--- src/rtl/prio_irq_ctrl.sv ---
module prio_irq_ctrl #(
  parameter int NUM_MAP = 8,
  parameter int NUM_FIX = 6,
  parameter bit SPREAD = 1'b0,
  parameter logic [NUM_MAP+NUM_FIX-1:0] EDGE_SRC = '0,
  localparam int NUM_SRC = NUM_MAP + NUM_FIX,
  localparam int IDW = $clog2(NUM_SRC),
  localparam int MW = $clog2(NUM_MAP),
  localparam int DW = (NUM_SRC > NUM_MAP*MW) ? NUM_SRC : NUM_MAP*MW
) (
  input  logic               clk,
  input  logic               rst,
  input  logic               wr_en,
  input  logic [1:0]         addr,
  input  logic [DW-1:0]      wr_data,
  output logic [DW-1:0]      rd_data,
  input  logic [NUM_SRC-1:0] req,
  output logic               irq_out,
  output logic               vec_valid,
  output logic [IDW-1:0]     vec_id
);
  localparam int MINC = (NUM_MAP < NUM_FIX) ? NUM_MAP : NUM_FIX;

  logic [NUM_SRC-1:0]    req_q, pend, mask, act;
  logic [IDW-1:0]        ovr, win;
  logic [NUM_MAP*MW-1:0] smap;

  wire wr_pend = wr_en && addr == 2'd0;

  function automatic logic [NUM_MAP*MW-1:0] ident_map();
    logic [NUM_MAP*MW-1:0] r;
    for (int k = 0; k < NUM_MAP; k++) r[k*MW +: MW] = MW'(k);
    return r;
  endfunction

  function automatic bit pos_is_slot(int p);
    if (!SPREAD) return p < NUM_MAP;
    if (p < 2*MINC) return (p % 2) == 0;
    return NUM_MAP > NUM_FIX;
  endfunction

  function automatic int pos_idx(int p);
    if (!SPREAD) return (p < NUM_MAP) ? p : p - NUM_MAP;
    if (p < 2*MINC) return p / 2;
    return p - MINC;
  endfunction

  always_ff @(posedge clk)
    if (rst) req_q <= '0;
    else     req_q <= req;

  for (genvar i = 0; i < NUM_SRC; i++) begin : g_src
    if (EDGE_SRC[i]) begin : g_edge
      logic hold;
      always_ff @(posedge clk)
        if (rst) hold <= 1'b0;
        else     hold <= (req[i] & ~req_q[i]) | (hold & ~(wr_pend & wr_data[i]));
      assign pend[i] = hold;
      a_r4_edge_latch: assert property (@(posedge clk) disable iff (rst)
        (req[i] && !req_q[i]) |=> pend[i]);
    end else begin : g_lvl
      assign pend[i] = req_q[i];
      a_r3_level_follow: assert property (@(posedge clk) disable iff (rst)
        !$past(rst) |-> pend[i] == $past(req[i]));
    end
  end

  always_ff @(posedge clk)
    if (rst) begin
      mask <= '0;
      ovr  <= '0;
      smap <= ident_map();
    end else if (wr_en) begin
      if (addr == 2'd1) mask <= wr_data[NUM_SRC-1:0];
      if (addr == 2'd2) ovr  <= wr_data[IDW-1:0];
      if (addr == 2'd3) smap <= wr_data[NUM_MAP*MW-1:0];
    end

  always_comb
    case (addr)
      2'd0:    rd_data = DW'(pend);
      2'd1:    rd_data = DW'(mask);
      2'd2:    rd_data = DW'(ovr);
      default: rd_data = DW'(smap);
    endcase

  assign act = pend & mask;

  always_comb begin
    int sid;
    win = '0;
    for (int s = NUM_SRC-1; s >= 0; s--)
      if (act[s]) win = IDW'(s);
    for (int p = NUM_SRC-1; p >= 0; p--) begin
      if (pos_is_slot(p)) sid = int'(smap[(pos_idx(p) % NUM_MAP)*MW +: MW]);
      else                sid = NUM_MAP + (pos_idx(p) % NUM_FIX);
      if (act[sid]) win = IDW'(sid);
    end
    if (int'(ovr) < NUM_SRC && act[ovr]) win = ovr;
  end

  assign irq_out   = |act;
  assign vec_valid = |act;
  assign vec_id    = win;

  a_r5_vec_active: assert property (@(posedge clk) disable iff (rst)
    vec_valid |-> (pend[vec_id] && mask[vec_id]));
  a_r6_override_wins: assert property (@(posedge clk) disable iff (rst)
    (int'(ovr) < NUM_SRC && pend[ovr] && mask[ovr]) |-> vec_id == ovr);
  a_r1_irq_needs_enable: assert property (@(posedge clk) disable iff (rst)
    irq_out |-> mask != '0);
  a_r2_mask_off_quiet: assert property (@(posedge clk) disable iff (rst)
    (mask == '0) |-> (!irq_out && !vec_valid));
endmodule

--- config.mk ---
export PLATFORM = sky130hd
export DESIGN_NAME = prio_irq_ctrl
export DESIGN_NICKNAME = d
export VERILOG_FILES = /design/src/rtl/prio_irq_ctrl.sv
export SDC_FILE = /design/constraint.sdc
export NUM_CORES = 1
export LEC_CHECK = 0
export ABC_AREA = 1
export BUFFER_PORTS_ARGS = -buffer_cell sky130_fd_sc_hd__clkbuf_2
export CAP_MARGIN = 5
export CORE_UTILIZATION = 45
export CTS_CLUSTER_SIZE = 12
export DETAILED_ROUTE_END_ITERATION = 7
export MAX_ROUTING_LAYER = met4
export PLACE_DENSITY = 0.7
export SYNTH_ARGS = -nofsm -noshare
export SYNTH_HDL_FRONTEND = slang
export SYNTH_SLANG_ARGS = --single-unit
--- constraint.sdc ---
create_clock -name clk -period 2.74 [get_ports clk]
set_input_delay 0.411 -clock clk [delete_from_list [all_inputs] [get_ports clk]]
set_output_delay 0.411 -clock clk [all_outputs]
set_load 0.01 [all_outputs]
# Word level (Yosys, flattened, before mapping)
# Index checks and enable logic that the tools add are counted.
word_totals:
  elab_cells: 66
  register_bits: 56
  inputBits: 43
op_classes:
  magnitude_cmp: 10
  bitwise: 1
  mux: 42
  reduce_logical: 6
  n_eq_ne: 3
ops:
  columns: ["cell", "n"]
  rows:
  - ["two-way mux 4 bit", 20]
  - ["case mux 24 bit (3 select lines)", 1]
  - ["less-than comparator 3 x 5 -> 1 bit (second input constant)", 8]
  - ["binary-select mux 1 bit (select 3 bit)", 8]
  - ["AND 14 bit", 1]
  - ["OR reduction 14 bit", 1]
  - ["two-way mux 1 bit", 9]
  - ["two-way mux 3 bit", 3]
  - ["AND reduction 2 bit", 3]
  - ["less-than comparator 4 x 5 -> 1 bit (second input constant)", 1]
  - ["binary-select mux 1 bit (select 4 bit)", 1]
  - ["== test 2 bit (second input constant)", 2]
  - ["less-than comparator 4 bit (second input constant)", 1]
  - ["== test 2 x 1 -> 1 bit (second input constant)", 1]
  - ["zero test 2 bit", 1]
  - ["logical AND 1 bit", 1]

# Depth between registers and ports, before layout
# Gate-level depths: netlist of run 1.
logic_depth:
  ltp_word: 24
  depth_mapped: 24

# Least setup slack after synthesis of run 1
# No wires, ideal clock.
synth_timing:
  path_type: "register to output"
  from: "register req_q[3], in the netlist pend[3]"
  to: "output vec_id[2]"
  slack_ns: 0.814
  stages_incl_launch_ff: 17
  t_arrival_ns: 1.515
  path_cell_list: "dfxtp_1 -> nand2_2 -> buf_6 -> nand2_1 -> nor2_1 -> nand2_1 -> nand2_1 -> nand2_1 -> nand2_1 -> nand3_1 -> nand3_1 -> nand3_1 -> nand3_1 -> nand3_1 -> nand3_1 -> o211ai_1 -> a21oi_1"
synth_between:
  elab_chain_cells: 20
  elab_cells_between_ends: 39
  cone_classes: "mux: 37; bitwise: 1; reduce/logical: 1"
synth_lines:
  columns: ["item", "line_no", "source"]
  rows:
  - ["from (decl)", "24", "logic [NUM_SRC-1:0] req_q, pend, mask, act;"]
  - ["from (signal assigned)", "50", "else req_q <= req;"]
  - ["AND 14 bit *", "87", "assign act = pend & mask;"]
  - ["two-way mux 4 bit (4 in series)", "93", "if (act[s]) win = IDW'(s);"]
  - ["two-way mux 4 bit (14 in series)", "97", "if (act[sid]) win = IDW'(sid);"]
  - ["two-way mux 4 bit *", "99", "if (int'(ovr) < NUM_SRC && act[ovr]) win = ovr;"]
  - ["to (decl)", "20", "output logic [IDW-1:0] vec_id"]
# Mark *: on every way between the ends. The rest lies on a longest branch, timed or not. The select of a mux whose other input is x is not followed.

# Worst setup path in the final report of run 1
layout_timing:
  from: "register req_q[5], in the netlist pend[5]"
  to: "output vec_id[2]"
layout_between:
  elab_chain_cells: 22
  elab_cells_between_ends: 41
  cone_classes: "mux: 39; bitwise: 1; reduce/logical: 1"
layout_lines:
  columns: ["item", "line_no"]
  rows:
  - ["AND 14 bit *", "87"]
  - ["two-way mux 3 bit", "93"]
  - ["two-way mux 4 bit (5 in series)", "93"]
  - ["two-way mux 4 bit (14 in series)", "97"]
  - ["two-way mux 4 bit *", "99"]
# Marks and branches as above.

==> results of run 1 <==
state kept, by name (all words and copies together) (netlist names):
register	cells
smap	24
ovr	4
pend	14
mask	14
synth_stat cells, types with 2 or more instances:
master	n	area share, %
a21oi_1	100	15
a21oi_2	2	0.53
buf_6	3	1.0
clkbuf_1	16	1.8
dfxtp_1	56	34
inv_1	61	7.0
inv_2	7	0.80
nand2_1	94	11
nand2_2	8	1.5
nand2_4	4	1.4
nand3_1	17	2.6
nor2_1	35	4.0
nor3_1	2	0.30
o211ai_1	2	0.46
o21ai_0	66	10
o21ai_1	17	2.6
o221ai_1	10	2.7
o22ai_1	5	0.95
cell families (layout without fill, tap and decap cells):
kind of cell	count (synthesis)	count (layout)	synth area share, %
DFF	56	56	34.1
buffers and inverters	90	163	11.3
AOI/OAI and AO/OA	205	205	33.4
and+or+nand+nor	164	164	21.3
worst reg2reg max path, delay by kind of cell, from the launching register on:
| kind | cells | cell delay, ns |
|---|---|---|
| compound gates | 1 | 0.15 |
| flops | 1 | 0.54 |
| buf+inv | 1 | 0.16 |
stage by stage:
stage	power (µW)	area, µm²
6_report	1880	3940
4_1_cts	1870	3810
2_1_floorplan	1180	3290
3_3_place_gp	1320	3700
3_5_place_dp	1330	3700
5_1_grt	1990	3940
worst min path at each step:
stage	end	cells past startpoint	startpoint	slack [ns]
floorplan	mask[10]$_SDFFE_PP0P_	2	mask[10]$_SDFFE_PP0P_	0.44
global placement	mask[13]$_SDFFE_PP0P_	2	mask[13]$_SDFFE_PP0P_	0.45
detailed placement	mask[1]$_SDFFE_PP0P_	2	mask[1]$_SDFFE_PP0P_	0.46
CTS	pend[13]$_SDFF_PP0_	3	req[13]	0.28
global route	pend[10]$_SDFF_PP0_	3	req[10]	0.27
finish	pend[0]$_SDFF_PP0_	3	req[0]	0.26
power breakdown:
group          internal (µW)  switching, µW  total (µW)
sequential               858           41.2         899
combinational            165            271         436
clock                    272            277         549
final cells by class:
| cell class | instances | area share [%] |
|---|---|---|
| clock buffers | 6 | 1.84 |
| clock inverters | 2 | 0.888 |
| multi-input cells | 369 | 47.0 |
| repair buffers | 86 | 11.9 |
| well taps | 96 | 3.05 |
| inverters | 69 | 6.79 |
| flip-flops and latches | 56 | 28.5 |
metal layers:
metal	routed length (µm)	vias up
met5	0	-
met4	233	0
met1	4840	1741
met3	804	21
li1	-	1873
met2	4730	205
repair_timing:
item                       in CTS  in global routing
gates resized for setup         1                 22
hold buffers                    0                  0
setup buffers                   0                  9
pin swaps                       0                  7
setup endpoints to repair       1                  4
==> impl_metrics.py, run 1 <==
metrics = {
    "drt": {
        "first_pass_iters": 5,
        "vias": 3840,
        "routed_wl_mm": 10.6,
        "viasPerCell": 5.61,
        "ant_nets": 0,
        "drcViolationCount": 0,
        "drt_iter0_drc": 430,
        "wl_per_cell_um": 15.5,
    },
    "place": {
        "numPortBuffers": 72,
        "dp_cells": 667,
        "gp_congestion": 0.986,
        "pre_cts_ws_ns": 0.337,
        "dp_hpwl_mm": 7.76,
    },
    "sta": {
        "setup_violations": 0,
        "hold_ws_ns": 0.264,
        "max_slew_margin_pct": 43.5,
        "finalWorstSetupSlack_ns": 0.0338,
        "slew_viol_final": 0,
        "grt_setup_unrepaired": "yes",
        "hold_viol": 0,
        "min_period_over_period_pct": 98.8,
        "max_freq_mhz": 370,
        "period_minus_slack_ns": 2.71,
        "fin_tns_setup_ns": 0,
        "tightest_slew_ns": 0.846,
        "finalClockSkew_ns": 0,
    },
    "setup_path": {
        "crit_path_max_incr_delay_ns": 0.38,
        "path_depth": 15,
        "crit_top_cell": "nand3_1",
        "cp-end-kind": "output pin",
        "crit_type": "flip-flop to output pin",
        "ff2ff_path_depth": 2,
        "crit_path_max_fanout": 8,
        "critPathCapture": "vec_id[2]",
        "path_cells": "nand2_4 > inv_1 > o21ai_1 > nand2_1 > nand2_2 > nand2_1 > nand3_1 > nand3_1 > nand3_1 > nand3_1 > nand3_1 > nand3_1 > o211ai_1 > a21oi_1 > clkbuf_2",
        "arrival_ns": 2.30,
        "crit_start": "pend[5]$_SDFF_PP0_",
        "r2r-end": "ovr[0]$_SDFFE_PP0P_",
        "required_ns": 2.33,
        "critPathTopFamily": "simple AND/OR/NAND/NOR gates",
        "ff2ff_setup_slack_ns": 1.84,
        "critPathSlowestCell": "dfxtp_1",
        "critPathBufInv": 2,
        "r2r_start": "ovr[0]$_SDFFE_PP0P_",
        "crit_path_start_kind": "flip-flop",
    },
    "floorplan": {
        "core_area_um2": 6940,
        "chipHeight_um": 87.5,
        "io_pins": 73,
        "die-area_um2": 7660,
        "start_util_pct": 47.4,
        "die_w_um": 87.5,
        "rows": 30,
    },
    "clock_network": {
        "clock_path_buffers": 2,
        "cts.sinks": 56,
        "clk_latency_ns": 0.31,
        "cts_tree": "yes",
        "cts_htree_levels": 2,
        "cts_made_buffers": 5,
        "cts_root_buffer": "clkbuf_8",
        "path_clk_slew_ns": 0.10,
    },
    "global_routing": {
        "use_met1_pct": 40.0,
        "gr-usage-met2_pct": 43.2,
        "grt_pass1_wl_mm": 16.4,
        "antenna_found_initial": 0,
        "grt_use_met3_pct": 2.75,
        "grt_pass1_vias": 3244,
        "track_usage_pct": 28.5,
        "grt_overflow": 0,
        "grt_max_degree": 31,
        "top_usage_layer": "met2",
    },
    "synthesis": {
        "ys_seq_area_share_pct": 34.1,
        "synth_edf_count": 0,
        "ys_seq_elements": 56,
        "avgSynthCellArea_um2": 6.39,
        "syn-cell-area_um2": 3290,
        "yosys_warnings": 0,
        "syn_inst": 515,
        "syn-num-nets": 558,
        "synth_cell_types": 28,
        "synth_ff_type": "dfxtp_1",
        "synthArstFlopShare_pct": 0,
    },
    "final_layout": {
        "seqCellArea_um2": 1120,
        "area_delta_synth_final_pct": 19.8,
        "layout_commonest_cell": "a21oi_1",
        "n_antenna_cell": 0,
        "multi_input_area_um2": 1850,
        "fillers": 722,
        "layout.nets": 630,
        "drive_gt1_share_pct": 23.0,
        "instances_no_fill": 684,
        "layout_common_cells": "a21oi_1 (98), nand2_1 (88), clkbuf_2 (71), o21ai_0 (65), inv_1 (59)",
        "utilization_pct": 56.8,
    },
    "run": {
        "maxCapViolCount": 0,
    },
    "power": {
        "worst_ir_drop_vdd_mv": 0.282,
        "power.density_nw_per_um2": 478,
        "leakagePower_uw": 0.00199,
    },
    "run_status": {
        "outcome": "finished clean",
    },
    "min_path": {
        "hp-class": "primary input to flip-flop",
    },
}
No activity file was read; power rests on OpenSTA's default activity.
==> run 2: changes to the inputs <==
--- a/config.mk
+++ b/config.mk
@@ -13,2 +13,3 @@
 export DETAILED_ROUTE_END_ITERATION = 7
+export GPL_TIMING_DRIVEN = 0
 export MAX_ROUTING_LAYER = met4
==> constraint.sdc (replaced) <==
create_clock -name clk -period 2.74 [get_ports clk]
set_input_delay 0.548 -clock clk [delete_from_list [all_inputs] [get_ports clk]]
set_output_delay 0.548 -clock clk [all_outputs]
set_load 0.01 [all_outputs]
==> impl_metrics.py, run 2 (same netlist as run 1, synthesis figures left out) <==
metrics = {
    "run_status": {
        "outcome": "finished with violations",
        "violations": "negative setup slack",
    },
    "final_layout": {
        "multi_input_area_um2": 1870,
        "utilization_pct": 60.2,
        "fillers": 700,
        "area_delta_synth_final_pct": 27.1,
        "largest_reg_flops": 24,
        "layout_commonest_cell": "a21oi_1",
        "drive_gt1_share_pct": 26.9,
        "layout.nets": 662,
        "seqCellArea_um2": 1140,
        "n_antenna_cell": 0,
        "finalInstanceArea_um2": 4180,
        "layout_common_cells": "a21oi_1 (96), nand2_1 (85), clkbuf_2 (67), o21ai_0 (65), inv_1 (59)",
        "largest_register": "smap",
    },
    "sta": {
        "grt_setup_unrepaired": "yes",
        "min_period_over_period_pct": 104,
        "max_slew_margin_pct": 60.8,
        "finalWorstSetupSlack_ns": -0.0981,
        "setup_violations": 4,
        "period_minus_slack_ns": 2.84,
        "tightest_slew_ns": 0.588,
        "hold_viol": 0,
        "max_freq_mhz": 352,
        "fin_tns_setup_ns": -0.253,
        "finalClockSkew_ns": 0,
        "slew_viol_final": 0,
    },
    "setup_path": {
        "critPathCapture": "vec_id[1]",
        "crit_start": "pend[0]$_SDFF_PP0_",
        "crit_path_max_fanout": 8,
        "crit_path_max_incr_delay_ns": 0.35,
        "arrival_ns": 2.29,
        "cp-end-kind": "output pin",
        "critPathSlowestCell": "dfxtp_2",
        "path_cells": "nand2_4 > clkinvlp_4 > o21ai_2 > o21ai_1 > nand2_1 > nand2_2 > a21oi_2 > o21ai_1 > nand2_1 > a21oi_2 > o31ai_2 > nand2_1 > nand2_1 > nand2_1 > buf_2",
        "crit_top_cell": "nand2_1",
        "r2r-end": "smap[3]$_SDFFE_PP1P_",
        "crit_type": "flip-flop to output pin",
        "ff2ff_path_depth": 2,
        "required_ns": 2.19,
        "r2r_start": "smap[3]$_SDFFE_PP1P_",
        "crit_path_start_kind": "flip-flop",
        "ff2ff_setup_slack_ns": 1.91,
    },
    "floorplan": {
        "rows": 30,
        "die_w_um": 87.5,
        "start_util_pct": 47.4,
        "io_pins": 73,
        "die-area_um2": 7660,
        "chipHeight_um": 87.5,
        "core_area_um2": 6940,
    },
    "place": {
        "gp_congestion": 0.969,
        "place_area_um2": 3770,
        "dp_hpwl_mm": 8.23,
        "numPortBuffers": 71,
    },
    "run": {
        "maxCapViolCount": 0,
    },
    "drt": {
        "first_pass_iters": 6,
        "routed_wl_mm": 11.2,
        "wl_per_cell_um": 15.6,
        "ant_nets": 0,
        "vias": 3959,
        "viasPerCell": 5.53,
        "drt_iter0_drc": 439,
        "drcViolationCount": 0,
    },
    "power": {
        "p_seq_share_pct": 47.1,
        "leakagePower_uw": 0.00208,
        "p_sw_share_pct": 31.2,
        "power_switching_uw": 595,
        "p_comb_share_pct": 24.4,
        "clockPowerShare_pct": 28.6,
        "internal_power_uw": 1310,
        "worst_ir_drop_vdd_mv": 0.282,
        "power.density_nw_per_um2": 456,
    },
    "clock_network": {
        "cts_hold_buf": 0,
        "cts.sinks": 56,
        "cts_tree": "yes",
        "clk_latency_ns": 0.30,
        "clock_path_buffers": 2,
        "path_clk_slew_ns": 0.10,
        "cts_htree_levels": 2,
        "cts_root_buffer": "clkbuf_8",
        "cts_made_buffers": 5,
    },
    "global_routing": {
        "grt_pass1_vias": 3495,
        "grt_overflow": 0,
        "grt_pass1_wl_mm": 17.1,
        "grt_max_degree": 17,
        "track_usage_pct": 30.1,
        "antenna_found_initial": 0,
    },
    "min_path": {
        "min_from": "req[7]",
        "hp-class": "primary input to flip-flop",
    },
}
[run 2: changes by cell type in the layout (fill, tap and decap cells not counted), moves of 11 or more]
cell	delta
clkbuf_1	+16
buf_4	+12
dfxtp_1	-11
dfxtp_2	+11
[run 2: final cells by class]
class	instances	area share (%)
Buffer	21	2.63
Clock buffer	6	1.74
Clock inverter	2	0.838
Inverter	69	6.49
Multi-Input combinational cell	369	44.6
Sequential cell	56	27.2
Tap cell	96	2.87
Timing Repair Buffer	97	13.6
[run 2: per-stage QoR]
step | total power [µW] | hold slack [ns] | std cells | setup WS, ns
3_5_place_dp | 1330 | 0.467 | 682 | 0.249
5_1_grt | 2000 | 0.400 | 716 | -0.240
4_1_cts | 1890 | 0.407 | 711 | -0.0596
3_3_place_gp | 1330 | 0.456 | 682 | 0.252
2_1_floorplan | 1180 | 0.444 | 515 | 0.677
6_report | 1910 | 0.406 | 716 | -0.0981
[run 2: timing repair]
item / 4_1_cts / 5_1_grt
pin swaps: 16 / 14
setup buffers: 21 / 5
resized for setup: 20 / 23
endpoints found under the setup margin: 4 / 4
[run 2: how the worst min path moves through the flow]
stage                             to  slack [ns]  depth (start not counted)
2_1_floorplan  mask[10]$_SDFFE_PP0P_        0.44                          2
3_3_place_gp   mask[11]$_SDFFE_PP0P_        0.46                          2
3_5_place_dp    mask[1]$_SDFFE_PP0P_        0.47                          2
4_1_cts           pend[4]$_SDFF_PP0_        0.41                          3
5_1_grt           pend[7]$_SDFF_PP0_        0.40                          3
6_report          pend[7]$_SDFF_PP0_        0.41                          3
[run 2: worst max-delay path: cells and delay by family (launching register included)]
| family | cells | cell delay [ns] |
|---|---|---|
| flops | 1 | 0.35 |
| simple gates | 7 | 0.59 |
| buf+inv | 2 | 0.33 |
| compound gates | 6 | 0.71 |
[run 2: power by group through the flow]
| stage | combinational [µW] | clock (µW) | sequential, µW |
|---|---|---|---|
| floorplan | 276 | 0 | 902 |
| global placement | 416 | 0 | 910 |
| detailed placement | 422 | 0 | 911 |
| CTS | 445 | 547 | 895 |
| global route | 516 | 586 | 903 |
| finish | 465 | 545 | 898 |
[run 2: layer usage]
| layer | vias to the layer above | GRT usage (%) | part of all wire (%) |
|---|---|---|---|
| met2 | 194 | 48.1 | 47 |
| li1 | 1931 | - | - |
| met1 | 1811 | 39.4 | 44 |
| met3 | 23 | 3.22 | 6.7 |
| met4 | 0 | 10.6 | 2.0 |
| met5 | - | - | 0 |
